--- config.mk ---
export PLATFORM = sky130hd
export DESIGN_NAME = tok_step_wrapper
export DESIGN_NICKNAME = d
export VERILOG_FILES = /design/src/rtl/tgw_pkg.sv /design/src/rtl/tgw_fire_ctrl.sv /design/src/rtl/tgw_hold_reg.sv /design/src/rtl/tgw_hist_stage.sv /design/src/rtl/tgw_demo_target.sv /design/src/rtl/tok_step_wrapper.sv
export SDC_FILE = /design/constraint.sdc
export NUM_CORES = 1
export LEC_CHECK = 0
export BUFFER_PORTS_ARGS = -buffer_cell sky130_fd_sc_hd__buf_2
export CORE_UTILIZATION = 40
export CTS_CLUSTER_DIAMETER = 60
export DETAILED_ROUTE_END_ITERATION = 12
export GPL_TIMING_DRIVEN = 0
export PLACE_DENSITY = 0.7
export REMOVE_ABC_BUFFERS = 1
export SYNTH_ARGS = -nofsm -noshare
export SYNTH_HDL_FRONTEND = slang
export SYNTH_HIERARCHICAL = 1
export SYNTH_SLANG_ARGS = --single-unit
--- constraint.sdc ---
create_clock -name clk -period 3.7 [get_ports clk]
set_input_delay 0.185 -clock clk [delete_from_list [all_inputs] [get_ports clk]]
set_output_delay 0.185 -clock clk [all_outputs]
set_load 0.02 [all_outputs]
--- src/rtl/tgw_pkg.sv ---
package tgw_pkg;

    // Default sizes of the demo target
    localparam int DEF_DW = 8;
    localparam int DEF_CW = 6;

    // Channel indices on the token side of the wrapper
    typedef enum int {
        IN_CH_A = 0,
        IN_CH_B = 1
    } in_chan_e;

    typedef enum int {
        OUT_CH_P = 0,
        OUT_CH_Q = 1
    } out_chan_e;

    localparam int N_IN_CH  = 2;
    localparam int N_OUT_CH = 2;

    // Operand group delivered by channel B
    typedef struct packed {
        logic               load;
        logic [DEF_DW-1:0]  val;
    } ld_group_t;

    // AND-reduction of a token-readiness vector, kept as a function so the
    // controller reads as a single intent.
    function automatic logic all_set(input logic [31:0] vec, input int n);
        logic r;
        r = 1'b1;
        for (int i = 0; i < n; i++) begin
            r = r & vec[i];
        end
        return r;
    endfunction

endpackage

--- src/rtl/tgw_fire_ctrl.sv ---
module tgw_fire_ctrl #(
    parameter int N_IN  = 2,
    parameter int N_OUT = 2
) (
    input  logic [N_IN-1:0]  in_valid,
    output logic [N_IN-1:0]  in_ready,
    input  logic [N_OUT-1:0] out_ready,
    output logic [N_OUT-1:0] out_valid,
    output logic             fire
);
    import tgw_pkg::*;

    localparam int N_ALL = N_IN + N_OUT;

    logic [31:0] gate_vec;

    always_comb begin
        gate_vec = '0;
        gate_vec[N_ALL-1:0] = {out_ready, in_valid};
        fire = all_set(gate_vec, N_ALL);
    end

    // Every input takes its token, and every output offers its token,
    // exactly when the target steps.
    for (genvar gi = 0; gi < N_IN; gi++) begin : g_in
        assign in_ready[gi] = fire;
    end
    for (genvar go = 0; go < N_OUT; go++) begin : g_out
        assign out_valid[go] = fire;
    end

endmodule

--- src/rtl/tgw_hold_reg.sv ---
module tgw_hold_reg #(
    parameter int          W       = 8,
    parameter logic [W-1:0] RST_VAL = '0
) (
    input  logic         clk,
    input  logic         rst,
    input  logic         fire,
    input  logic [W-1:0] d,
    output logic [W-1:0] q
);
    logic [W-1:0] nxt;

    // Without a step the register feeds back its own value.
    always_comb begin
        nxt = fire ? d : q;
    end

    always_ff @(posedge clk) begin
        if (rst) begin
            q <= RST_VAL;
        end else begin
            q <= nxt;
        end
    end

endmodule

--- src/rtl/tgw_hist_stage.sv ---
module tgw_hist_stage #(
    parameter int DW = 8
) (
    input  logic          clk,
    input  logic          rst,
    input  logic          fire,
    input  logic [DW-1:0] din,
    output logic [DW-1:0] dout
);
    // Nested state: the enable is passed down so it freezes as well.
    tgw_hold_reg #(.W(DW), .RST_VAL('0)) u_last (
        .clk  (clk),
        .rst  (rst),
        .fire (fire),
        .d    (din),
        .q    (dout)
    );

endmodule

--- src/rtl/tgw_demo_target.sv ---
module tgw_demo_target #(
    parameter int DW = 8,
    parameter int CW = 6
) (
    input  logic          clk,
    input  logic          rst,
    input  logic          fire,
    input  logic [DW-1:0] addend,
    input  logic          ld_en,
    input  logic [DW-1:0] ld_val,
    output logic [DW-1:0] acc_o,
    output logic [CW-1:0] steps_o
);
    logic [DW-1:0] hist;
    logic [DW-1:0] acc_nxt;
    logic [CW-1:0] steps_nxt;

    tgw_hist_stage #(.DW(DW)) u_hist (
        .clk  (clk),
        .rst  (rst),
        .fire (fire),
        .din  (addend),
        .dout (hist)
    );

    always_comb begin
        if (ld_en) begin
            acc_nxt = ld_val;
        end else begin
            acc_nxt = acc_o + addend + hist;
        end
        steps_nxt = steps_o + CW'(1);
    end

    tgw_hold_reg #(.W(DW), .RST_VAL('0)) u_acc (
        .clk  (clk),
        .rst  (rst),
        .fire (fire),
        .d    (acc_nxt),
        .q    (acc_o)
    );

    tgw_hold_reg #(.W(CW), .RST_VAL('0)) u_steps (
        .clk  (clk),
        .rst  (rst),
        .fire (fire),
        .d    (steps_nxt),
        .q    (steps_o)
    );

endmodule

--- src/rtl/tok_step_wrapper.sv ---
module tok_step_wrapper #(
    parameter int DW = tgw_pkg::DEF_DW,
    parameter int CW = tgw_pkg::DEF_CW
) (
    input  logic          clk,
    input  logic          rst,
    input  logic          a_valid,
    output logic          a_ready,
    input  logic [DW-1:0] a_bits,
    input  logic          b_valid,
    output logic          b_ready,
    input  logic          b_load,
    input  logic [DW-1:0] b_val,
    output logic          p_valid,
    input  logic          p_ready,
    output logic [DW-1:0] p_bits,
    output logic          q_valid,
    input  logic          q_ready,
    output logic [DW-1:0] q_acc,
    output logic [CW-1:0] q_steps
);
    import tgw_pkg::*;

    logic [N_IN_CH-1:0]  in_v;
    logic [N_IN_CH-1:0]  in_r;
    logic [N_OUT_CH-1:0] out_r;
    logic [N_OUT_CH-1:0] out_v;
    logic                step;
    logic [DW-1:0]       acc;
    logic [CW-1:0]       steps;

    always_comb begin
        in_v           = '0;
        in_v[IN_CH_A]  = a_valid;
        in_v[IN_CH_B]  = b_valid;
        out_r          = '0;
        out_r[OUT_CH_P] = p_ready;
        out_r[OUT_CH_Q] = q_ready;
    end

    tgw_fire_ctrl #(.N_IN(N_IN_CH), .N_OUT(N_OUT_CH)) u_ctrl (
        .in_valid  (in_v),
        .in_ready  (in_r),
        .out_ready (out_r),
        .out_valid (out_v),
        .fire      (step)
    );

    // Target clock is the host clock; the step enable gates all state.
    tgw_demo_target #(.DW(DW), .CW(CW)) u_tgt (
        .clk     (clk),
        .rst     (rst),
        .fire    (step),
        .addend  (a_bits),
        .ld_en   (b_load),
        .ld_val  (b_val),
        .acc_o   (acc),
        .steps_o (steps)
    );

    assign a_ready = in_r[IN_CH_A];
    assign b_ready = in_r[IN_CH_B];
    assign p_valid = out_v[OUT_CH_P];
    assign q_valid = out_v[OUT_CH_Q];

    // One output port fans out to two channels with identical bits.
    assign p_bits  = acc;
    assign q_acc   = acc;
    assign q_steps = steps;

endmodule

### Word-level counts from Yosys, hierarchy flattened

Index checks and enable logic that the tools add are counted.

| cells by class | value |
|---|---|
| $add $sub $neg | 3 |
| bitwise logic cells | 3 |
| muxes and demuxes | 1 |

Operator list:

| operator | count |
|---|---|
| $add A8 B8 Y8 | 2 |
| $mux W8 | 1 |
| $add A6 B1 Y6 const B | 1 |
| $and A1 B1 Y1 | 3 |

| word-level totals | value |
|---|---|
| output and inout port bits | 26 |
| word-level logic and storage cells | 10 |
| register bits after elaboration | 22 |
| input port bits | 23 |

### Longest topological paths before layout

| logic depth | value |
|---|---|
| word-level depth | 3 |
| depth in mapped cells | 11 |
| depth with buffers taken out | 11 |

### Modules after synthesis

Netlist, hierarchy kept.

Modules (own cells, without submodules):

| module | instances | seq. area each (sq um) | area each (sq um) | cells an instance |
|---|---|---|---|---|
| tgw_hold_reg at u_tgt.u_acc ... | 2 | 160.2 | 285.3 | 26 |
| tgw_demo_target | 1 | 0.0 | 550.5 | 63 |
| tgw_hold_reg at u_tgt.u_steps | 1 | 120.1 | 214.0 | 19 |
| tok_step_wrapper | 1 | 0.0 | 60.1 | 8 |
| tgw_fire_ctrl | 1 | 0.0 | 38.8 | 5 |

### Worst setup path before layout

OpenSTA, ideal clock, no wires.

| timing path | value |
|---|---|
| kind | reg2reg |
| start point | register u_tgt.u_acc.q[1] |
| end point | register u_tgt.u_acc.q[7] |
| setup time | 0.124 ns |
| stages on the path, launching flop included | 10 |
| clock period less this slack | 2.537 ns |
| data required time | 3.576 ns |
| path slack | 1.163 ns |
| data arrival time | 2.413 ns |
| path buffers | 0 |
| cell sequence | dfxtp_1 fa_1 ha_1 fa_1 a211oi_1 o21ai_1 xnor2_1 mux2_2 mux2i_1 nor2_1 |

| between the ends | value |
|---|---|
| cells in the longest elaborated chain, start to end | 3 |

RTL lines:

| item | line | RTL |
|---|---|---|
| start: declaration | tgw_hold_reg.sv:9 | `output logic [W-1:0] q` |
| start signal: assignment | tgw_hold_reg.sv:22 | `q <= nxt;` |
| $add A8 B8 Y8 (2 in series) | tgw_demo_target.sv:30 | `acc_nxt = acc_o + addend + hist;` |
| $mux W8 | tgw_demo_target.sv:27 | `if (ld_en) begin` |
| named net u_tgt.acc_nxt[7] | tgw_demo_target.sv:15 | `logic [DW-1:0] acc_nxt;` |

The timed path passes the listed nets, and every way through them passes these cells.
A chain may end at the register's enable or synchronous reset.

### Worst setup path in the final report

Ends and elaborated chain as after synthesis.

==> reports/summary.txt <==
Run status: finished, final reports clean
Hold Buf Count CTS: 0
CP required: 3.88 ns
Mapped Area: 1430 um^2
Yosys top cell by area: dfxtp_1
MaxCap Viol Count: 0
Synth area leaders: dfxtp_1 (31%), mux2i_1 (15%), fa_1 (11%)
# IOs: 49
Tightest Pin Transition: 1.34 ns
Routed len/inst: 10.7 um
Starting density of the core: 42.3%
Via count: 1064
Vias/cell: 4.71
YS warnings: 6
Number of H-tree levels: 1
DR DRC count: 0
Num Clock Sinks: 22
CP Launch Type: register
Final hold viol count: 0
Most frequent CP cell: fa_1
Met3 usage: 1.86%
Vias in the first global route: 1008
Post-CTS setup buffers: 0
Layout cells sized above 1: 30.0%
First-pass GRT wire length: 4190 um
Final wirelength: 2420 um
Bufs on Longest Clock Path: 2
Area grow syn2layout: 12.9%
Die Ht: 61.9 um
GRT met1 Usage: 17.2%
Power Dens Cells: 268 nW/um^2
CTS root buf: clkbuf_4
Slowest cell on the critical path: fa_1
Slew Limit Fails: 0
HP Class: in -> reg
Pre-CTS WS: 1.11 ns
CTS tree: yes
Slowest stage delay, CP: 0.44 ns
Final Worst Setup Slack: 1.09 ns
Sequential share of the synthesized area: 30.7%
Lkg Pwr: 0.750 nW
CP Cell Sequence: fa_1 > ha_1 > fa_1 > a211oi_1 > o21ai_1 > xnor2_1 > mux2_2 > mux2i_1 > nor2_1
Total CTS buffers: 3
Placer congestion estimate: 0.698
Int Pwr: 320 uW
CP max FO: 4
Period minus WS final: 2.61 ns
Combinational share of power: 20.1%
Rows: 21
Die width: 61.9 um
Buffers on Ports: 48
Total Routing Usage GR: 14.9%
Top achievable clock speed: 0.383 GHz
Total negative slack: 0 ns
#FFs+latches synth: 22
Initial DRC Count: 26
Clk Latency, worst-skew pair: 0.29 ns
Total iterations of the first detailed-routing run: 4
Final net count: 220
Critical path class: reg -> reg
GR Overflow Total: 0
Final setup violation count: 0
Antenna cells: 0
Net switching power: 115 uW
Dpl hpwl: 1880 um
Antenna violations before repair: 0
Tcrit/Tclk final: 70.5%
Worst Setup End Kind: register
Synthesized area per cell: 9.75 um^2
Yosys top cell area share: 30.7%
Synth cell count leaders: dfxtp_1 (22), mux2i_1 (22), nor2_1 (22)
Met2 usage: 27.0%
Hold slack: 0.142 ns
Crit path DAT: 2.79 ns
Die footprint: 3830 um^2
Yosys cell types: 24
Main flop type after synthesis: dfxtp_1
Final core utilization: 47.8%
Asr flop ratio synth: 0%
Mapped Cells: 147
ANT nets after route: 0
Gr busiest metal: met2
Worst-path clk slew: 0.11 ns
VDD IR-drop max: 0.136 mV
# resized after CTS: 0
Slew Limit Headroom: 10.8%
Clock Power Share: 23.5%
Pin count of the biggest net entering global routing: 27
RSZ-0062 raised after global routing: no
Sw Ratio: 26.4%
Core Area: 3390 um^2
Post-synth EDFFs: 0
Reg power frac: 56.5%
Max Clock Skew: 0.00143 ns
==> per-layer routing <==
metal  share of wire, %  vias to the layer above
met3                3.3                        4
met1                 48                      484
met5                  0                        -
met4                1.9                        0
li1                   -                      545
met2                 46                       31
==> final cells by class <==
| class | count | area [um^2] |
|---|---|---|
| sequential | 22 | 440 |
| fill | 343 | 1770 |
| clock buffer | 3 | 22.5 |
| timing repair buffer | 48 | 240 |
| tap | 46 | 57.6 |
| multi-input combinational | 101 | 836 |
| inverter | 6 | 22.5 |
==> cell families (layout without fill, tap and decap cells) <==
group	count (synthesis)	in the layout	synth area share, %
xor+xnor	12	12	7.33
mux	25	25	17.7
buf+inv	24	57	11.0
simple gates	34	34	9.86
fa+ha+maj	15	15	17.3
flops	22	22	30.7
compound gates	15	15	6.11
==> power groups by stage <==
stage	clock, mW	sequential, mW	combinational, mW
floorplan	0	0.256	0.0498
detailed placement	0	0.251	0.0885
global placement	0	0.250	0.0865
finish	0.102	0.245	0.0871
global route	0.120	0.246	0.100
CTS	0.110	0.245	0.0887
==> worst paths after layout <==
kind / startpoint / to / slack (ns) / cells past startpoint
worst max-delay path: u_tgt/u_acc/q[1] / u_tgt/u_acc/q[7] / 1.09 / 9
worst min-delay path: a_bits[0] / u_tgt/u_hist/u_last/q[0] / 0.14 / 3
worst max register to register: u_tgt/u_acc/q[1] / u_tgt/u_acc/q[7] / 1.09 / 9
worst min register to register: u_tgt/u_hist/u_last/q[0] / u_tgt/u_hist/u_last/q[0] / 0.51 / 2
==> registers in the layout, summed over array words and instances, names as in the netlist <==
name and cells:
u_tgt/u_hist/u_last/q 8, u_tgt/u_acc/q 8, u_tgt/u_steps/q 6
==> per-stage QoR <==
stage                     power, mW  area, um^2  instances
after floorplan               0.306        1300        129
after global placement        0.337        1600        223
after detailed placement      0.339        1600        223
after CTS                     0.444        1620        226
after global routing          0.467        1620        226
final                         0.434        1620        226
==> worst max-delay path: cells and delay by family (launching register included) <==
family	cells	cell delay, ns
AO/OA/AOI/OAI	2	0.37
XOR/XNOR	1	0.13
adder cells (fa/ha/maj)	3	1.11
flip-flops	1	0.41
multiplexers	2	0.42
AND/OR/NAND/NOR	1	0.06
==> layout by cell type, fill, tap and decap left out, drive strengths merged <==
cell type,instances
buf,48
mux2i,22
nor2,22
dfxtp,22
xnor2,10
fa,8
ha,7
inv,6
o21ai,6
nand3,5
nand2,5
a21oi,4
clkbuf,3
mux2,3
o211ai,2
xor2,2
and4,1
and3,1
a21o,1
o21bai,1
a211oi,1
No activity file was read; power rests on OpenSTA's default activity.
